==> src/rtl/spi_ee_pkg.sv <==
package spi_ee_pkg;

  localparam logic [7:0] OP_WREN   = 8'h06;
  localparam logic [7:0] OP_WRDI   = 8'h04;
  localparam logic [7:0] OP_RDSR   = 8'h05;
  localparam logic [7:0] OP_WRSR   = 8'h01;
  localparam logic [2:0] OP_WR_LOW = 3'b010;
  localparam logic [2:0] OP_RD_LOW = 3'b011;

  typedef enum logic [2:0] {
    ST_IDLE,
    ST_CMD,
    ST_ADDR,
    ST_WDATA,
    ST_SRDATA,
    ST_RDATA,
    ST_STAT,
    ST_BAD
  } ee_state_e;

endpackage

==> src/rtl/spi_ee_sync.sv <==
module spi_ee_sync #(
  parameter int              STAGES  = 2,
  parameter int              W       = 3,
  parameter logic [W-1:0]    RST_VAL = '0
) (
  input  logic         clk,
  input  logic         rst_n,
  input  logic [W-1:0] din,
  output logic [W-1:0] lvl
);

  logic [W-1:0] pipe_q [STAGES];
  logic [W-1:0] pipe_d [STAGES];

  always_comb begin
    pipe_d[0] = din;
    for (int i = 1; i < STAGES; i++) begin
      pipe_d[i] = pipe_q[i-1];
    end
  end

  always_ff @(posedge clk or negedge rst_n) begin
    if (!rst_n) begin
      for (int i = 0; i < STAGES; i++) begin
        pipe_q[i] <= RST_VAL;
      end
    end else begin
      for (int i = 0; i < STAGES; i++) begin
        pipe_q[i] <= pipe_d[i];
      end
    end
  end

  assign lvl = pipe_q[STAGES-1];

endmodule

==> src/rtl/spi_ee_busy_timer.sv <==
module spi_ee_busy_timer #(
  parameter int CYCLES = 300
) (
  input  logic clk,
  input  logic rst_n,
  input  logic start,
  output logic busy
);

  localparam int CW = $clog2(CYCLES + 1);

  logic [CW-1:0] cnt_q, cnt_d;
  logic          cnt_en;

  always_comb begin
    cnt_en = start || (cnt_q != '0);
    cnt_d  = cnt_q;
    if (start) begin
      cnt_d = CW'(CYCLES);
    end else if (cnt_q != '0) begin
      cnt_d = cnt_q - CW'(1);
    end
  end

  always_ff @(posedge clk or negedge rst_n) begin
    if (!rst_n) begin
      cnt_q <= '0;
    end else if (cnt_en) begin
      cnt_q <= cnt_d;
    end
  end

  assign busy = (cnt_q != '0);


  busy_start_chk: assert property (@(posedge clk) disable iff (!rst_n)
    start |=> busy);


  busy_count_chk: assert property (@(posedge clk) disable iff (!rst_n)
    (busy && !start) |=> (cnt_q == $past(cnt_q) - CW'(1)));

endmodule

==> src/rtl/spi_ee_array.sv <==
module spi_ee_array #(
  parameter int ADDR_W = 8,
  parameter int PAGE_W = 4
) (
  input  logic                         clk,
  input  logic                         rst_n,
  input  logic                         commit,
  input  logic [ADDR_W-PAGE_W-1:0]     page,
  input  logic [(1<<PAGE_W)*8-1:0]     wdata,
  input  logic [(1<<PAGE_W)-1:0]       wmask,
  input  logic [ADDR_W-1:0]            rd_addr,
  output logic [7:0]                   rd_data
);

  localparam int DEPTH = 1 << ADDR_W;
  localparam int PAGE  = 1 << PAGE_W;

  logic [7:0] mem_q [DEPTH];

  always_ff @(posedge clk or negedge rst_n) begin
    if (!rst_n) begin
      for (int a = 0; a < DEPTH; a++) begin
        mem_q[a] <= 8'hFF;
      end
    end else if (commit) begin
      for (int i = 0; i < PAGE; i++) begin
        if (wmask[i]) begin
          mem_q[{page, PAGE_W'(i)}] <= wdata[i*8 +: 8];
        end
      end
    end
  end

  assign rd_data = mem_q[rd_addr];


  commit_mask_chk: assert property (@(posedge clk) disable iff (!rst_n)
    commit |-> (wmask != '0));

endmodule

==> src/rtl/spi_eeprom_slave.sv <==
module spi_eeprom_slave
  import spi_ee_pkg::*;
#(
  parameter bit A8_MODE      = 1'b0,
  parameter int PAGE_BYTES   = 16,
  parameter int WRITE_CYCLES = 300,
  parameter int SYNC_STAGES  = 2
) (
  input  logic clk,
  input  logic rst_n,
  input  logic sck,
  input  logic cs_n,
  input  logic si,
  output logic so,
  output logic so_en
);

  localparam int ADDR_W = 8 + int'(A8_MODE);
  localparam int PAGE_W = $clog2(PAGE_BYTES);
  localparam int PG_W   = ADDR_W - PAGE_W;
  localparam int BUF_W  = PAGE_BYTES * 8;

  // reset: asynchronous assertion, synchronous release
  logic [1:0] rst_q;
  logic       rst_li;

  always_ff @(posedge clk or negedge rst_n) begin
    if (!rst_n) rst_q <= 2'b00;
    else        rst_q <= {rst_q[0], 1'b1};
  end
  assign rst_li = rst_q[1];

  // input synchronisers: bit0 sck, bit1 cs_n, bit2 si
  logic [2:0] pin_lvl;
  logic [1:0] edge_prev_q;
  logic       sck_rise, sck_fall, cs_rise, cs_fall, cs_hi, si_lvl;

  spi_ee_sync #(.STAGES(SYNC_STAGES), .W(3), .RST_VAL(3'b010)) u_sync (
    .clk   (clk),
    .rst_n (rst_li),
    .din   ({si, cs_n, sck}),
    .lvl   (pin_lvl)
  );

  always_ff @(posedge clk or negedge rst_li) begin
    if (!rst_li) edge_prev_q <= 2'b10;
    else         edge_prev_q <= pin_lvl[1:0];
  end

  assign sck_rise = pin_lvl[0] & ~edge_prev_q[0];
  assign sck_fall = ~pin_lvl[0] & edge_prev_q[0];
  assign cs_rise  = pin_lvl[1] & ~edge_prev_q[1];
  assign cs_fall  = ~pin_lvl[1] & edge_prev_q[1];
  assign cs_hi    = pin_lvl[1];
  assign si_lvl   = pin_lvl[2];

  // state
  ee_state_e         state_q, state_d;
  logic [2:0]        bitcnt_q, bitcnt_d;
  logic [7:0]        shreg_q, shreg_d;
  logic [ADDR_W-1:0] addr_q, addr_d;
  logic              hi_q, hi_d;
  logic              rd_q, rd_d;
  logic [PAGE_W-1:0] off_q, off_d;
  logic              got_q, got_d;
  logic [BUF_W-1:0]  buf_q, buf_d;
  logic [PAGE_BYTES-1:0] mask_q, mask_d;
  logic              wel_q, wel_d;
  logic [5:0]        st_q, st_d;
  logic              srfull_q, srfull_d;
  logic              srover_q, srover_d;
  logic [7:0]        out_q, out_d;
  logic [2:0]        obit_q, obit_d;
  logic              reload_q, reload_d;
  logic              so_q, so_d;
  logic              soen_q, soen_d;

  logic              commit_pg, commit_sr, buf_we, busy;
  logic [7:0]        sh_n, status_c, rd_data;
  logic              op_write, op_read;

  assign status_c = {st_q, wel_q, busy};
  assign sh_n     = {shreg_q[6:0], si_lvl};
  assign op_write = (sh_n[7:4] == 4'h0) && (sh_n[2:0] == OP_WR_LOW) && (A8_MODE || !sh_n[3]);
  assign op_read  = (sh_n[7:4] == 4'h0) && (sh_n[2:0] == OP_RD_LOW) && (A8_MODE || !sh_n[3]);

  always_comb begin
    state_d  = state_q;   bitcnt_d = bitcnt_q;  shreg_d  = shreg_q;
    addr_d   = addr_q;    hi_d     = hi_q;      rd_d     = rd_q;
    off_d    = off_q;     got_d    = got_q;     buf_d    = buf_q;
    mask_d   = mask_q;    wel_d    = wel_q;     st_d     = st_q;
    srfull_d = srfull_q;  srover_d = srover_q;  out_d    = out_q;
    obit_d   = obit_q;    reload_d = reload_q;  so_d     = so_q;
    soen_d   = soen_q;
    commit_pg = 1'b0;
    commit_sr = 1'b0;
    buf_we    = 1'b0;

    if (reload_q) begin
      out_d    = (state_q == ST_STAT) ? status_c : rd_data;
      reload_d = 1'b0;
    end

    if (cs_rise) begin
      if (state_q == ST_WDATA && bitcnt_q == 3'd0 && got_q && !busy) begin
        commit_pg = 1'b1;
        wel_d     = 1'b0;
      end
      if (state_q == ST_SRDATA && bitcnt_q == 3'd0 && srfull_q && !srover_q && !busy) begin
        commit_sr = 1'b1;
        st_d      = shreg_q[7:2];
        wel_d     = 1'b0;
      end
      state_d  = ST_IDLE;
      soen_d   = 1'b0;
      reload_d = 1'b0;
    end else if (cs_fall) begin
      state_d  = ST_CMD;
      bitcnt_d = 3'd0;
      soen_d   = 1'b0;
    end else if (!cs_hi) begin
      if (sck_rise) begin
        case (state_q)
          ST_CMD: begin
            shreg_d  = sh_n;
            bitcnt_d = bitcnt_q + 3'd1;
            if (bitcnt_q == 3'd7) begin
              if (busy && sh_n != OP_RDSR) begin
                state_d = ST_IDLE;
              end else if (sh_n == OP_WREN) begin
                wel_d   = 1'b1;
                state_d = ST_IDLE;
              end else if (sh_n == OP_WRDI) begin
                wel_d   = 1'b0;
                state_d = ST_IDLE;
              end else if (sh_n == OP_RDSR) begin
                state_d  = ST_STAT;
                reload_d = 1'b1;
                obit_d   = 3'd0;
              end else if (sh_n == OP_WRSR) begin
                state_d  = wel_q ? ST_SRDATA : ST_IDLE;
                srfull_d = 1'b0;
                srover_d = 1'b0;
              end else if (op_write) begin
                state_d = wel_q ? ST_ADDR : ST_IDLE;
                rd_d    = 1'b0;
                hi_d    = sh_n[3];
              end else if (op_read) begin
                state_d = ST_ADDR;
                rd_d    = 1'b1;
                hi_d    = sh_n[3];
              end else begin
                state_d = ST_BAD;
              end
            end
          end
          ST_ADDR: begin
            shreg_d  = sh_n;
            bitcnt_d = bitcnt_q + 3'd1;
            if (bitcnt_q == 3'd7) begin
              addr_d = ADDR_W'({hi_q, sh_n});
              if (rd_q) begin
                state_d  = ST_RDATA;
                reload_d = 1'b1;
                obit_d   = 3'd0;
              end else begin
                state_d = ST_WDATA;
                off_d   = sh_n[PAGE_W-1:0];
                got_d   = 1'b0;
                mask_d  = '0;
              end
            end
          end
          ST_WDATA: begin
            shreg_d  = sh_n;
            bitcnt_d = bitcnt_q + 3'd1;
            if (bitcnt_q == 3'd7) begin
              buf_we = 1'b1;
              buf_d[int'(off_q)*8 +: 8] = sh_n;
              mask_d[off_q] = 1'b1;
              off_d = off_q + PAGE_W'(1);
              got_d = 1'b1;
            end
          end
          ST_SRDATA: begin
            shreg_d  = sh_n;
            bitcnt_d = bitcnt_q + 3'd1;
            if (srfull_q) srover_d = 1'b1;
            if (bitcnt_q == 3'd7) srfull_d = 1'b1;
          end
          default: ;
        endcase
      end
      if (sck_fall && (state_q == ST_RDATA || state_q == ST_STAT)) begin
        so_d   = out_q[7];
        soen_d = 1'b1;
        out_d  = {out_q[6:0], 1'b0};
        obit_d = obit_q + 3'd1;
        if (obit_q == 3'd7) begin
          reload_d = 1'b1;
          if (state_q == ST_RDATA) addr_d = addr_q + ADDR_W'(1);
        end
      end
    end
  end

  always_ff @(posedge clk or negedge rst_li) begin
    if (!rst_li) begin
      state_q  <= ST_IDLE;  bitcnt_q <= '0;  shreg_q  <= '0;
      addr_q   <= '0;       hi_q     <= 1'b0; rd_q    <= 1'b0;
      off_q    <= '0;       got_q    <= 1'b0; mask_q  <= '0;
      wel_q    <= 1'b0;     st_q     <= '0;   srfull_q <= 1'b0;
      srover_q <= 1'b0;     out_q    <= '0;   obit_q  <= '0;
      reload_q <= 1'b0;     so_q     <= 1'b0; soen_q  <= 1'b0;
    end else begin
      state_q  <= state_d;  bitcnt_q <= bitcnt_d; shreg_q  <= shreg_d;
      addr_q   <= addr_d;   hi_q     <= hi_d;     rd_q     <= rd_d;
      off_q    <= off_d;    got_q    <= got_d;    mask_q   <= mask_d;
      wel_q    <= wel_d;    st_q     <= st_d;     srfull_q <= srfull_d;
      srover_q <= srover_d; out_q    <= out_d;    obit_q   <= obit_d;
      reload_q <= reload_d; so_q     <= so_d;     soen_q   <= soen_d;
    end
  end

  always_ff @(posedge clk or negedge rst_li) begin
    if (!rst_li)     buf_q <= '0;
    else if (buf_we) buf_q <= buf_d;
  end

  spi_ee_array #(.ADDR_W(ADDR_W), .PAGE_W(PAGE_W)) u_array (
    .clk     (clk),
    .rst_n   (rst_li),
    .commit  (commit_pg),
    .page    (addr_q[ADDR_W-1 -: PG_W]),
    .wdata   (buf_q),
    .wmask   (mask_q),
    .rd_addr (addr_q),
    .rd_data (rd_data)
  );

  spi_ee_busy_timer #(.CYCLES(WRITE_CYCLES)) u_timer (
    .clk   (clk),
    .rst_n (rst_li),
    .start (commit_pg | commit_sr),
    .busy  (busy)
  );

  assign so    = so_q;
  assign so_en = soen_q;


  idle_quiet_chk: assert property (@(posedge clk) disable iff (!rst_li)
    (cs_hi && $past(cs_hi)) |-> !soen_q);


  commit_wel_chk: assert property (@(posedge clk) disable iff (!rst_li)
    (commit_pg || commit_sr) |-> wel_q);


  wel_drop_chk: assert property (@(posedge clk) disable iff (!rst_li)
    (commit_pg || commit_sr) |=> !wel_q);


  commit_idle_chk: assert property (@(posedge clk) disable iff (!rst_li)
    (commit_pg || commit_sr) |-> !busy);


  bad_quiet_chk: assert property (@(posedge clk) disable iff (!rst_li)
    (state_q == ST_BAD) |-> !soen_q);


  so_hold_chk: assert property (@(posedge clk) disable iff (!rst_li)
    !$past(sck_fall) |-> $stable(so_q));

endmodule

==> config.mk <==
export PLATFORM = sky130hd
export DESIGN_NAME = spi_eeprom_slave
export DESIGN_NICKNAME = d
export VERILOG_FILES = /design/src/rtl/spi_ee_pkg.sv /design/src/rtl/spi_ee_sync.sv /design/src/rtl/spi_ee_busy_timer.sv /design/src/rtl/spi_ee_array.sv /design/src/rtl/spi_eeprom_slave.sv
export SDC_FILE = /design/constraint.sdc
export NUM_CORES = 2
export LEC_CHECK = 0
export ABC_AREA = 0
export BUFFER_PORTS_ARGS = -buffer_cell sky130_fd_sc_hd__buf_4
export CORE_MARGIN = 3
export CORE_UTILIZATION = 58
export DETAILED_ROUTE_END_ITERATION = 10
export GPL_TIMING_DRIVEN = 0
export MAX_ROUTING_LAYER = met4
export PLACE_DENSITY = 0.76
export SLEW_MARGIN = 10
export SYNTH_ARGS = -nofsm -noshare
export SYNTH_HDL_FRONTEND = slang
export SYNTH_SLANG_ARGS = --single-unit
==> constraint.sdc <==
create_clock -name clk -period 61.1 [get_ports clk]
set_input_delay 6.11 -clock clk [delete_from_list [all_inputs] [get_ports clk]]
set_output_delay 6.11 -clock clk [all_outputs]
set_load 0.05 [all_outputs]
==> results.cfg <==
[synthesis]
yosysSeqAreaShare = 0.553
syn-num-nets = 6917
synthesis.area_um2 = 107000
yosys_warnings = 0
yosysTopAreaCellShare = 0.503
synthTopCellsByArea = dfstp_2, mux2_2, mux4_2
synth_enable_flop_cells = 0
synthCells = 6891
async_reset_ff_frac = 1.00
synthDistinctLibCells = 73
syn_avg_cell_area_um2 = 15.5
ys_ff_latch = 2262
synth_top_cell_by_area = dfstp_2
synthFlopType = dfstp_2

[final_layout]
nFillCells = 12500
final_area_um2 = 120000
mostFrequentLayoutCell = dfstp_2
syn_to_final_growth_pct = 12.4
multi_input_area_um2 = 45900
final_cell_mix = dfstp_2, mux2_2, mux4_2
final_layout_size_suffix_gt1_frac = 0.681
seq_area_um2 = 59200
finish.utilization = 0.657
nNetsFinal = 7234

[power_and_ir_drop]
vdd_ir_drop_max_v = 0.0000277
p_per_area_nw_per_um2 = 25.9
pwr-share-comb = 0.034
seqPwrFrac = 0.486
p_clk_frac = 0.481
p_sw_frac = 0.232
power.switching_mw = 0.724
p_int_mw = 2.40
power_leakage_nw = 49.2

[status]
outcome = finished, violations left
violations = max-capacitance violations, max-slew violations

[sta]
post-route-min-period_ps = 7670
finalSetupTns_ps = 0
max_slew.worst_pin.slew_ps = 1540
rsz0062_at_grt = no
relSlewSlack = -0.0286
finalCritPeriodShare = 0.126
finalSetupViolCount = 0
skew_ps = 42.4
finalHoldViolCount = 0
slew_viol_final = 11
fmax_mhz = 130

[clocking]
h-tree-depth = 4
clockRootBuffer = clkbuf_16
clock_latency_ps = 910
post_cts_buffers = 0
holdBufCountCts = 0
clockBufferDepth = 3
cts_tree = done
cts_resized = 0
path_clk_slew_ps = 70
cts_inserted_buffers = 228
clock-sinks = 2262

[route]
wl_mm = 478
drc = 0
first_pass_iters = 7
avgRoutedWirePerCell_um = 48.1
drt_iter0_markers = 10300
postRouteAntennaNets = 0
vias = 71200
viasPerCell = 7.16

[run]
maxCapViolations = 1

[die]
die_x_um = 436
die_h_um = 436
initial_core_util = 0.584
coreArea_um2 = 183000
rows = 157
io_pins = 7
dieArea_um2 = 190000

[placement]
gp_congestion = 1.06
place_area_um2 = 112000
portBuffers = 6
place_hpwl_mm = 360

[global_routing]
gr-total-overflow = 0
grt_pass1_vias = 69900
track_usage = 0.519
grt_pass1_wl_mm = 634
grt_max_degree = 72
antenna_found_initial = 78

[setup_path]
slowest_stage = o21ai_0
criticalPathCategory = reg2reg
slowest_delay_ps = 1150
crit_path_start_kind = flop
critPathMaxFanout = 12
worstPathBufferInverterCount = 6
crit_chain = buf_2 > buf_2 > buf_2 > buf_2 > buf_2 > buf_2 > mux2i_1 > a21oi_1 > o21ai_0 > nand2_1 > nor4bb_1 > a21oi_1
arrival_ps = 8410
cp_common_cell = buf_2
cp_data_required_time_ps = 61840
cp-end-kind = flop
cp_top_family = buffers and inverters

[hold_path]
hp-class = reg2reg
metrics by stage:
| stage | hold WS, ps | power, mW | std cells | worst slack (ps) |
|---|---|---|---|---|
| after floorplan | 331 | 1.58 | 6891 | 26420 |
| after global placement | 335 | 1.62 | 9361 | 13930 |
| after detailed placement | 347 | 1.64 | 9442 | 53780 |
| after CTS | 359 | 3.11 | 9866 | 53460 |
| after global routing | 372 | 3.18 | 9920 | 53470 |
| final | 354 | 3.12 | 9941 | 53430 |
synth_stat cells, drive strengths merged (49+ instances only):
cell type  number
mux2         1889
and2           55
mux4          586
a21oi          50
o21ai         337
nand2         670
nor2          161
clkbuf        292
dfstp        2051
dfrtp         211
buf           145
nand3          49
final timing paths:
check | slack, ps | depth (start not counted) | endpoint | from
setup / recovery | 53430 | 12 | out_q[5] | addr_q[0]
max in group asynchronous | 56010 | 1 | rst_q[0] | rst_n
hold / removal | 350 | 0 | rst_q[1] | rst_q[0]
min in group asynchronous | 360 | 0 | mask_q[1] | rst_q[1]
hold reg to reg | 350 | 0 | rst_q[1] | rst_q[0]
setup reg to reg | 53430 | 12 | out_q[5] | addr_q[0]
flip-flops by register name, summed over array words and instances (netlist names), 4 cells and up:
signal         count
shreg_q            8
u_timer.cnt_q      9
out_q              8
addr_q             8
u_array.mem_q   2048
st_q               6
buf_q            128
off_q              4
mask_q            16
layout make-up:
cell class              instances  area share
diodes                         75     0.00156
plain buffers                 437      0.0170
clock buffers                 314      0.0540
clock inverters               110      0.0117
inverters                      35     0.00109
multi-input cells            4157       0.381
flip-flops and latches       2262       0.492
well taps                    2464      0.0256
repair buffers                 87      0.0160
power groups by stage:
stage	sequential (mW)	combinational, mW	clock (mW)
4_1_cts	1.52	0.102	1.49
5_1_grt	1.52	0.110	1.55
3_5_place_dp	1.54	0.101	0
6_report	1.52	0.105	1.50
2_1_floorplan	1.55	0.0343	0
3_3_place_gp	1.55	0.0629	0
kinds of logic after synthesis:
logic type	after synthesis	synth area share
adders and majority gates	21	0.00245
muxes	2515	0.341
DFF	2262	0.553
AOI/OAI and AO/OA	553	0.0298
buffers and inverters	472	0.0194
other	1	0.0000350
and+or+nand+nor	1055	0.0541
xor gates and xnor gates	12	0.000982
worst reg2reg max path, stage by stage (launching register included):
cell      delay [ps]
dfrtp_1          370
buf_2            280
buf_2            550
buf_2            960
buf_2            960
buf_2            840
buf_2            740
mux2i_1          310
a21oi_1          200
o21ai_0         1160
nand2_1          140
nor4bb_1         850
a21oi_1          170
metal layers:
layer  GRT usage  wire length (µm)  vias up
met5           -                 0        -
met4       0.316             36100        0
met3       0.316             79500     1331
met2       0.662            192000     5314
met1       0.615            170000    38300
li1            -                 -    26200
Power figures use the tool's default switching activity.
